### config.mk
export PLATFORM = sky130hd
export DESIGN_NAME = kv_sweep_sequencer
export DESIGN_NICKNAME = d
export VERILOG_FILES = /design/src/rtl/kv_sweep_pkg.sv /design/src/rtl/kv_sweep_outer.sv /design/src/rtl/kv_sweep_inner.sv /design/src/rtl/kv_sweep_phase.sv /design/src/rtl/kv_sweep_sequencer.sv
export SDC_FILE = /design/constraint.sdc
export NUM_CORES = 1
export LEC_CHECK = 0
export BUFFER_PORTS_ARGS = -buffer_cell sky130_fd_sc_hd__buf_2
export CAP_MARGIN = 20
export CORE_MARGIN = 2
export CORE_UTILIZATION = 55
export DETAILED_ROUTE_END_ITERATION = 7
export GPL_TIMING_DRIVEN = 0
export HOLD_SLACK_MARGIN = 0.03
export MAX_ROUTING_LAYER = met4
export PLACE_DENSITY = 0.89
export REMOVE_ABC_BUFFERS = 1
export SLEW_MARGIN = 20
export SYNTH_ARGS = -nofsm -noshare
export SYNTH_HDL_FRONTEND = slang
export SYNTH_HIERARCHICAL = 1
export SYNTH_SLANG_ARGS = --single-unit
export TNS_END_PERCENT = 10
### constraint.sdc
create_clock -name clk -period 9.5 [get_ports clk]
set_clock_uncertainty 0.15 [all_clocks]
set_input_delay 1.9 -clock clk [delete_from_list [all_inputs] [get_ports clk]]
set_output_delay 1.9 -clock clk [all_outputs]
set_load 0.005 [all_outputs]
### src/rtl/kv_sweep_pkg.sv
// Shared types for the key/value tile scan sequencer.
// Assumes: phase codes are visible on the step_phase port and decoded by
// the downstream datapath, so their values are fixed.
package kv_sweep_pkg;

    // Step kinds offered to the datapath; values are part of the port contract.
    typedef enum logic [2:0] {
        PH_LOAD  = 3'd0,
        PH_SCORE = 3'd1,
        PH_STATS = 3'd2,
        PH_ACCUM = 3'd3,
        PH_WBACK = 3'd4
    } sweep_phase_t;

    // Job-level control state.
    typedef enum logic [1:0] {
        ST_IDLE = 2'd0,
        ST_RUN  = 2'd1,
        ST_DONE = 2'd2
    } sweep_state_t;

endpackage

### src/rtl/kv_sweep_outer.sv
// Query tile counter.
// Counts from 0 to last_idx, one step per advance. Assumes init and advance
// are never high together and that last_idx is stable while counting.
module kv_sweep_outer #(
    parameter int IDX_W = 16
) (
    input  logic             clk,
    input  logic             rst_n,
    input  logic             init,
    input  logic             advance,
    input  logic [IDX_W-1:0] last_idx,
    output logic [IDX_W-1:0] idx,
    output logic             at_end
);

    // Holds the current query tile index.
    always_ff @(posedge clk) begin
        if (!rst_n) begin
            idx <= '0;
        end else if (init) begin
            idx <= '0;
        end else if (advance) begin
            idx <= idx + 1'b1;
        end
    end

    // Flags the final query tile of the job.
    always_comb begin
        at_end = (idx == last_idx);
    end

    // Counting never runs past the final tile.
    AST_OUTER_NO_WRAP: assert property (@(posedge clk) disable iff (!rst_n)
        advance |-> !at_end);

endmodule

### src/rtl/kv_sweep_inner.sv
// Key/value tile index generator with selectable direction.
// On init the index is placed at the start of a row (0 when ascending,
// last_idx when descending). Each advance moves one step in the row's
// direction. Assumes desc stays constant over a row and that advance is
// never requested at the row's end.
module kv_sweep_inner #(
    parameter int IDX_W = 16
) (
    input  logic             clk,
    input  logic             rst_n,
    input  logic             init,
    input  logic             init_desc,
    input  logic             advance,
    input  logic             desc,
    input  logic [IDX_W-1:0] last_idx,
    output logic [IDX_W-1:0] idx,
    output logic             at_end
);

    logic [IDX_W-1:0] row_first;
    logic [IDX_W-1:0] stepped;

    // Picks the first index of the row about to begin.
    always_comb begin
        row_first = init_desc ? last_idx : '0;
    end

    // Computes the neighbour index in the current direction.
    always_comb begin
        stepped = desc ? (idx - 1'b1) : (idx + 1'b1);
    end

    // Holds the current key/value tile index.
    always_ff @(posedge clk) begin
        if (!rst_n) begin
            idx <= '0;
        end else if (init) begin
            idx <= row_first;
        end else if (advance) begin
            idx <= stepped;
        end
    end

    // Flags the final tile of the row for the current direction.
    always_comb begin
        at_end = desc ? (idx == '0) : (idx == last_idx);
    end

    // The index never steps past either end of a row.
    AST_INNER_IN_ROW: assert property (@(posedge clk) disable iff (!rst_n)
        advance |-> !at_end);

endmodule

### src/rtl/kv_sweep_phase.sv
// Step phase stepper for one key/value visit.
// Walks load, score, statistics and accumulate on accepted steps. After
// accumulate it goes to write-back when row_end is set, else back to load.
// Write-back returns to load. Assumes clear is only raised outside a job.
module kv_sweep_phase
    import kv_sweep_pkg::*;
(
    input  logic         clk,
    input  logic         rst_n,
    input  logic         clear,
    input  logic         fire,
    input  logic         row_end,
    output sweep_phase_t phase
);

    sweep_phase_t phase_nxt;

    // Chooses the phase that follows an accepted step.
    always_comb begin
        unique case (phase)
            PH_LOAD:  phase_nxt = PH_SCORE;
            PH_SCORE: phase_nxt = PH_STATS;
            PH_STATS: phase_nxt = PH_ACCUM;
            PH_ACCUM: phase_nxt = row_end ? PH_WBACK : PH_LOAD;
            default:  phase_nxt = PH_LOAD;
        endcase
    end

    // Holds the current phase.
    always_ff @(posedge clk) begin
        if (!rst_n) begin
            phase <= PH_LOAD;
        end else if (clear) begin
            phase <= PH_LOAD;
        end else if (fire) begin
            phase <= phase_nxt;
        end
    end

    // A load is always followed by a score step.
    AST_LOAD_THEN_SCORE: assert property (@(posedge clk) disable iff (!rst_n)
        (fire && !clear && phase == PH_LOAD) |=> phase == PH_SCORE);
    // Statistics update is always followed by accumulate.
    AST_STATS_THEN_ACCUM: assert property (@(posedge clk) disable iff (!rst_n)
        (fire && !clear && phase == PH_STATS) |=> phase == PH_ACCUM);
    // Phase code never leaves the defined set.
    AST_PHASE_LEGAL: assert property (@(posedge clk) disable iff (!rst_n)
        phase inside {PH_LOAD, PH_SCORE, PH_STATS, PH_ACCUM, PH_WBACK});

endmodule

### src/rtl/kv_sweep_sequencer.sv
// Key/value tile scan sequencer (top).
// Captures the job parameters on start, then offers one step per cycle on
// a valid/ready handshake: four phases per key/value tile, one write-back
// per query tile, and a done pulse at the end. order_sel = 1 reverses the
// inner scan on odd query tiles. Assumes step_ready may be driven at any
// time; counts outside 1..2**IDX_W are refused.
module kv_sweep_sequencer
    import kv_sweep_pkg::*;
#(
    parameter int IDX_W = 16
) (
    input  logic             clk,
    input  logic             rst_n,
    input  logic             start,
    input  logic             order_sel,
    input  logic [IDX_W:0]   q_count,
    input  logic [IDX_W:0]   kv_count,
    input  logic             step_ready,
    output logic             step_valid,
    output logic [2:0]       step_phase,
    output logic [IDX_W-1:0] q_idx,
    output logic [IDX_W-1:0] kv_idx,
    output logic             done
);

    localparam logic [IDX_W:0] MAX_COUNT = {1'b1, {IDX_W{1'b0}}};

    sweep_state_t     state;
    sweep_phase_t     phase;
    logic             sawtooth_r;
    logic [IDX_W-1:0] q_last_r;
    logic [IDX_W-1:0] kv_last_r;
    logic             counts_ok;
    logic             launch;
    logic             fire;
    logic             q_end;
    logic             kv_end;
    logic             row_desc;
    logic             next_row_desc;
    logic             kv_step;
    logic             row_close;
    logic             next_row;
    logic             job_close;
    logic             kv_init;

    // Checks that both requested counts are within the supported range.
    always_comb begin
        counts_ok = (q_count != '0) && (q_count <= MAX_COUNT) &&
                    (kv_count != '0) && (kv_count <= MAX_COUNT);
    end

    // Decodes the control events of this cycle.
    always_comb begin
        launch        = (state == ST_IDLE) && start && counts_ok;
        fire          = (state == ST_RUN) && step_ready;
        kv_step       = fire && (phase == PH_ACCUM) && !kv_end;
        row_close     = fire && (phase == PH_WBACK);
        next_row      = row_close && !q_end;
        job_close     = row_close && q_end;
        row_desc      = sawtooth_r && q_idx[0];
        next_row_desc = sawtooth_r && !q_idx[0];
        kv_init       = launch || next_row;
    end

    // Captures the job parameters when a job is launched.
    always_ff @(posedge clk) begin
        if (!rst_n) begin
            sawtooth_r <= 1'b0;
            q_last_r   <= '0;
            kv_last_r  <= '0;
        end else if (launch) begin
            sawtooth_r <= order_sel;
            q_last_r   <= q_count[IDX_W-1:0] - 1'b1;
            kv_last_r  <= kv_count[IDX_W-1:0] - 1'b1;
        end
    end

    // Steps the job-level state: idle, running, done pulse.
    always_ff @(posedge clk) begin
        if (!rst_n) begin
            state <= ST_IDLE;
        end else begin
            unique case (state)
                ST_IDLE: if (launch)    state <= ST_RUN;
                ST_RUN:  if (job_close) state <= ST_DONE;
                default:                state <= ST_IDLE;
            endcase
        end
    end

    kv_sweep_outer #(.IDX_W(IDX_W)) u_outer (
        .clk      (clk),
        .rst_n    (rst_n),
        .init     (launch),
        .advance  (next_row),
        .last_idx (q_last_r),
        .idx      (q_idx),
        .at_end   (q_end)
    );

    kv_sweep_inner #(.IDX_W(IDX_W)) u_inner (
        .clk       (clk),
        .rst_n     (rst_n),
        .init      (kv_init),
        .init_desc (next_row_desc && !launch),
        .advance   (kv_step),
        .desc      (row_desc),
        .last_idx  (kv_last_r),
        .idx       (kv_idx),
        .at_end    (kv_end)
    );

    kv_sweep_phase u_phase (
        .clk     (clk),
        .rst_n   (rst_n),
        .clear   (launch),
        .fire    (fire),
        .row_end (kv_end),
        .phase   (phase)
    );

    // Drives the port view of the step and completion signals.
    always_comb begin
        step_valid = (state == ST_RUN);
        step_phase = phase;
        done       = (state == ST_DONE);
    end

    // A held step keeps its whole content.
    AST_HOLD_STEP: assert property (@(posedge clk) disable iff (!rst_n)
        (step_valid && !step_ready) |=> (step_valid && $stable(step_phase) &&
        $stable(q_idx) && $stable(kv_idx)));
    // Write-back only appears at the end of a row.
    AST_WBACK_AT_ROW_END: assert property (@(posedge clk) disable iff (!rst_n)
        (step_valid && phase == PH_WBACK) |-> kv_end);
    // The done pulse lasts one cycle and the block is idle after it.
    AST_DONE_ONE_CYCLE: assert property (@(posedge clk) disable iff (!rst_n)
        done |=> (!done && !step_valid));
    // On odd rows in sawtooth mode the index walks downward.
    AST_ODD_ROW_DESCENDS: assert property (@(posedge clk) disable iff (!rst_n)
        (kv_step && sawtooth_r && q_idx[0]) |=> kv_idx == $past(kv_idx) - 1'b1);
    // In plain mode each new row starts at index zero.
    AST_PLAIN_ROW_START: assert property (@(posedge clk) disable iff (!rst_n)
        (next_row && !sawtooth_r) |=> kv_idx == '0);
    // Index stays inside the captured count during a job.
    AST_KV_IN_RANGE: assert property (@(posedge clk) disable iff (!rst_n)
        step_valid |-> kv_idx <= kv_last_r);

endmodule

==> results.json <==
{
  "layout-drive-gt1-share_pct": 20.00,
  "area_of_combinational_cells_with_multiple_inputs_um2": 3256,
  "run_status": "finished clean",
  "grt_util_met1_pct": 34.31,
  "synth_enable_flop_cells": 0,
  "critical_path_data_required_time_ns": 9.59,
  "drt-wirelength-per-cell_um": 16.44,
  "detail_route.vias_per_cell": 6.183,
  "final_antenna_diode_count": 0,
  "die-width_um": 97.95,
  "number_of_core_rows": 34,
  "timing.hold.ws_ns": 0.3250,
  "timing.critical_path.to_type": "flop",
  "synthCells": 567,
  "io_pins": 76,
  "cts_num_sinks": 70,
  "setup_viol_count_final": 0,
  "grt_max_degree": 51,
  "grt_setup_unrepaired": "no",
  "grt.met2_usage_pct": 42.36,
  "route.antenna.remaining_nets": 0,
  "yosys_top_cell_area_share_pct": 28.87,
  "design.final.nets": 689,
  "synthToLayoutAreaGrowth_pct": 12.78,
  "criticalPathCategory": "in -> reg",
  "cts_tree": "yes",
  "hold_path.class": "reg -> reg",
  "place_hpwl_um": 8958,
  "die_area_um2": 9594,
  "cts-buffers-inserted": 9,
  "worst_ir_drop_vdd_mv": 0.07850,
  "timing.final.max_slew_violations": 0,
  "postCtsResizedCells": 0,
  "timing.max_slew.rel_slack_pct": 32.83,
  "async_flop_share_pct": 0,
  "detail_route.first_pass.iterations": 6,
  "worst-slew-pin-transition_ns": 1.004,
  "cts.clk_slew.worst_paths_ns": 0.08,
  "leakage_nw": 2.323,
  "synth_flop_cell": "sky130_fd_sc_hd__dfxtp_1",
  "fp.dieH_um": 97.95,
  "syn-mean-instance-area_um2": 8.562,
  "power-per-cell-area_nw_per_um2": 120.1,
  "global_route.usage.met3_pct": 4.581,
  "design.core.area_um2": 8636,
  "stdcell_count": 743,
  "initial_core_utilization_pct": 56.22,
  "synth.ff_latch_count": 70,
  "fmax_mhz": 169.4,
  "clock_insertion_delay_worst_skew_ns": 0.35,
  "max_cap_viol_count": 0,
  "via_count": 4594,
  "synth.largest_area_cell": "sky130_fd_sc_hd__dfxtp_1",
  "synthesis.area_um2": 4855,
  "vias_in_the_first_global_route": 4255,
  "cts.path.max_buffers": 2,
  "synth_seq_area_share_pct": 28.87,
  "postCtsHoldBufs": 0,
  "fin_crit_ns": 5.903,
  "netlist_top_cells_area": "sky130_fd_sc_hd__dfxtp_1 (29%), sky130_fd_sc_hd__xnor2_1 (9.2%), sky130_fd_sc_hd__xor2_1 (5.4%)",
  "r2r.worst_path.cells": 10,
  "fillCellCount": 726,
  "cp_max_fo": 21,
  "ys_warn_count": 6,
  "gpl.final_weighted_congestion": 0.9699,
  "gr-total-overflow": 0,
  "routed_wl_um": 12210,
  "cts_root_buffer": "sky130_fd_sc_hd__clkbuf_8",
  "worst_setup_path_start_kind": "input pin",
  "final-hold-violation-count": 0,
  "grt_antenna_before_repair": 0,
  "detail_route.iter0.violations": 335,
  "grt_pass1_wl_um": 20480,
  "grt_busiest_layer": "met2",
  "synth_cell_types": 70,
  "final.period_utilization_pct": 62.14,
  "most_frequent_cell_after_synthesis": "sky130_fd_sc_hd__dfxtp_1",
  "htree_num_levels": 3,
  "data_arrival_time_of_the_worst_path_ns": 5.99,
  "synthTopCellsByCount": "sky130_fd_sc_hd__dfxtp_1 (70), sky130_fd_sc_hd__nand2_1 (64), sky130_fd_sc_hd__xnor2_1 (51)",
  "globalRouteTotalUtil_pct": 26.44,
  "ff_latch_area_um2": 1401,
  "postCtsSetupBuffers": 0,
  "detail_route.drc_violations": 0,
  "hold_path_depth": 2,
  "numPortBuffers": 75,
  "placedCellCount": 727,
  "finalSetupTns_ns": 0
}
==> cell type report <==
type	count	share of cell area (%)
clock buffer	11	2.582
clock inverter	5	1.485
inverter	13	0.8912
multi-input combinational	456	59.46
sequential	70	25.59
tap	108	2.468
timing repair buffer	80	7.518
==> per-stage QoR <==
stage          utilization (%)  area, um2  total power [mW]  worst slack [ns]
5_1_grt                  63.40       5475            0.6792             3.200
3_5_place_dp             60.75       5246            0.3897             3.274
4_1_cts                  63.33       5469            0.6558             3.614
2_1_floorplan                -       4684            0.3580             3.736
6_report                 63.40       5475            0.6575             3.597
3_3_place_gp             60.16       5195            0.3847             2.695
==> per-layer routing <==
layer / vias to the layer above / routed length, um
met2: 179 / 5772
li1: 2197 / -
met5: - / 0
met4: 0 / 248
met3: 26 / 748
met1: 2192 / 5442
==> cell usage in the layout, fill, tap and decap left out, types with 3 or more instances in the layout <==
cell                        n
sky130_fd_sc_hd__a21oi_1   26
sky130_fd_sc_hd__nand4_1   20
sky130_fd_sc_hd__o21ai_0   19
sky130_fd_sc_hd__and4_1     4
sky130_fd_sc_hd__buf_2     77
sky130_fd_sc_hd__clkbuf_8  10
sky130_fd_sc_hd__nand3_1   11
sky130_fd_sc_hd__a21oi_2    3
sky130_fd_sc_hd__nor2b_1    3
sky130_fd_sc_hd__o21a_1     3
sky130_fd_sc_hd__nor4b_1    3
sky130_fd_sc_hd__inv_1     12
sky130_fd_sc_hd__xnor2_1   51
sky130_fd_sc_hd__a31oi_1   14
sky130_fd_sc_hd__nand4b_1   5
sky130_fd_sc_hd__and2_1     3
sky130_fd_sc_hd__nor2_1    36
sky130_fd_sc_hd__o22ai_1    7
sky130_fd_sc_hd__a211oi_2   7
sky130_fd_sc_hd__ha_1      19
sky130_fd_sc_hd__a21o_1     4
sky130_fd_sc_hd__nor4_1     8
sky130_fd_sc_hd__o31ai_1    4
sky130_fd_sc_hd__xor2_1    30
sky130_fd_sc_hd__nor3b_1    9
sky130_fd_sc_hd__o211a_1    3
sky130_fd_sc_hd__nor4_2     3
sky130_fd_sc_hd__nand2_1   64
sky130_fd_sc_hd__a211oi_1  10
sky130_fd_sc_hd__or3_1      6
sky130_fd_sc_hd__dfxtp_1   70
sky130_fd_sc_hd__mux2i_1   24
sky130_fd_sc_hd__nand2b_1   4
sky130_fd_sc_hd__nor3_1     7
==> kinds of logic after synthesis <==
kind of cell	count (synthesis)	synth area share [%]
adders and majority gates	20	5.309
muxes	25	5.180
DFF	70	28.87
xor gates and xnor gates	81	14.61
AOI/OAI and AO/OA	120	17.01
buffers and inverters	41	4.510
and+or+nand+nor	210	24.51
==> worst max-delay path: stages <==
cell	delay, ns
sky130_fd_sc_hd__buf_2	0.12
sky130_fd_sc_hd__inv_1	0.07
sky130_fd_sc_hd__ha_1	0.16
sky130_fd_sc_hd__nor4b_1	0.45
sky130_fd_sc_hd__nand4b_4	0.14
sky130_fd_sc_hd__xor2_1	0.81
sky130_fd_sc_hd__nand3_2	0.73
sky130_fd_sc_hd__inv_2	0.61
sky130_fd_sc_hd__nor3b_2	0.14
sky130_fd_sc_hd__and2_1	0.32
sky130_fd_sc_hd__a21oi_1	0.21
sky130_fd_sc_hd__nor2_1	0.05
sky130_fd_sc_hd__a311o_1	0.27
==> worst paths after layout <==
kind | slack, ns | from | end
worst min-delay path | 0.32 | sawtooth_r$_SDFFE_PN0P_ | sawtooth_r$_SDFFE_PN0P_
worst max-delay path | 3.60 | q_count[0] | u_inner/idx[15]$_SDFFE_PN0P_
worst min register to register | 0.32 | sawtooth_r$_SDFFE_PN0P_ | sawtooth_r$_SDFFE_PN0P_
worst max register to register | 6.06 | u_outer/idx[0]$_SDFFE_PP0P_ | u_inner/idx[13]$_SDFFE_PN0P_
==> sequential cells by signal, indices dropped and copies added, names as in the netlist <==
| name | flops |
|---|---|
| u_phase/phase | 3 |
| u_inner/idx | 16 |
| kv_last_r | 16 |
| sawtooth_r | 1 |
| q_last_r | 16 |
| u_outer/idx | 16 |
| state | 2 |
==> where the power goes <==
group / total [mW] / switching (mW) / leakage, nW / internal (mW)
combinational: 0.0776 / 0.0459 / 1.65 / 0.0317
sequential: 0.307 / 0.00717 / 0.567 / 0.300
clock: 0.272 / 0.117 / 0.110 / 0.156
No activity file was read; power rests on OpenSTA's default activity.
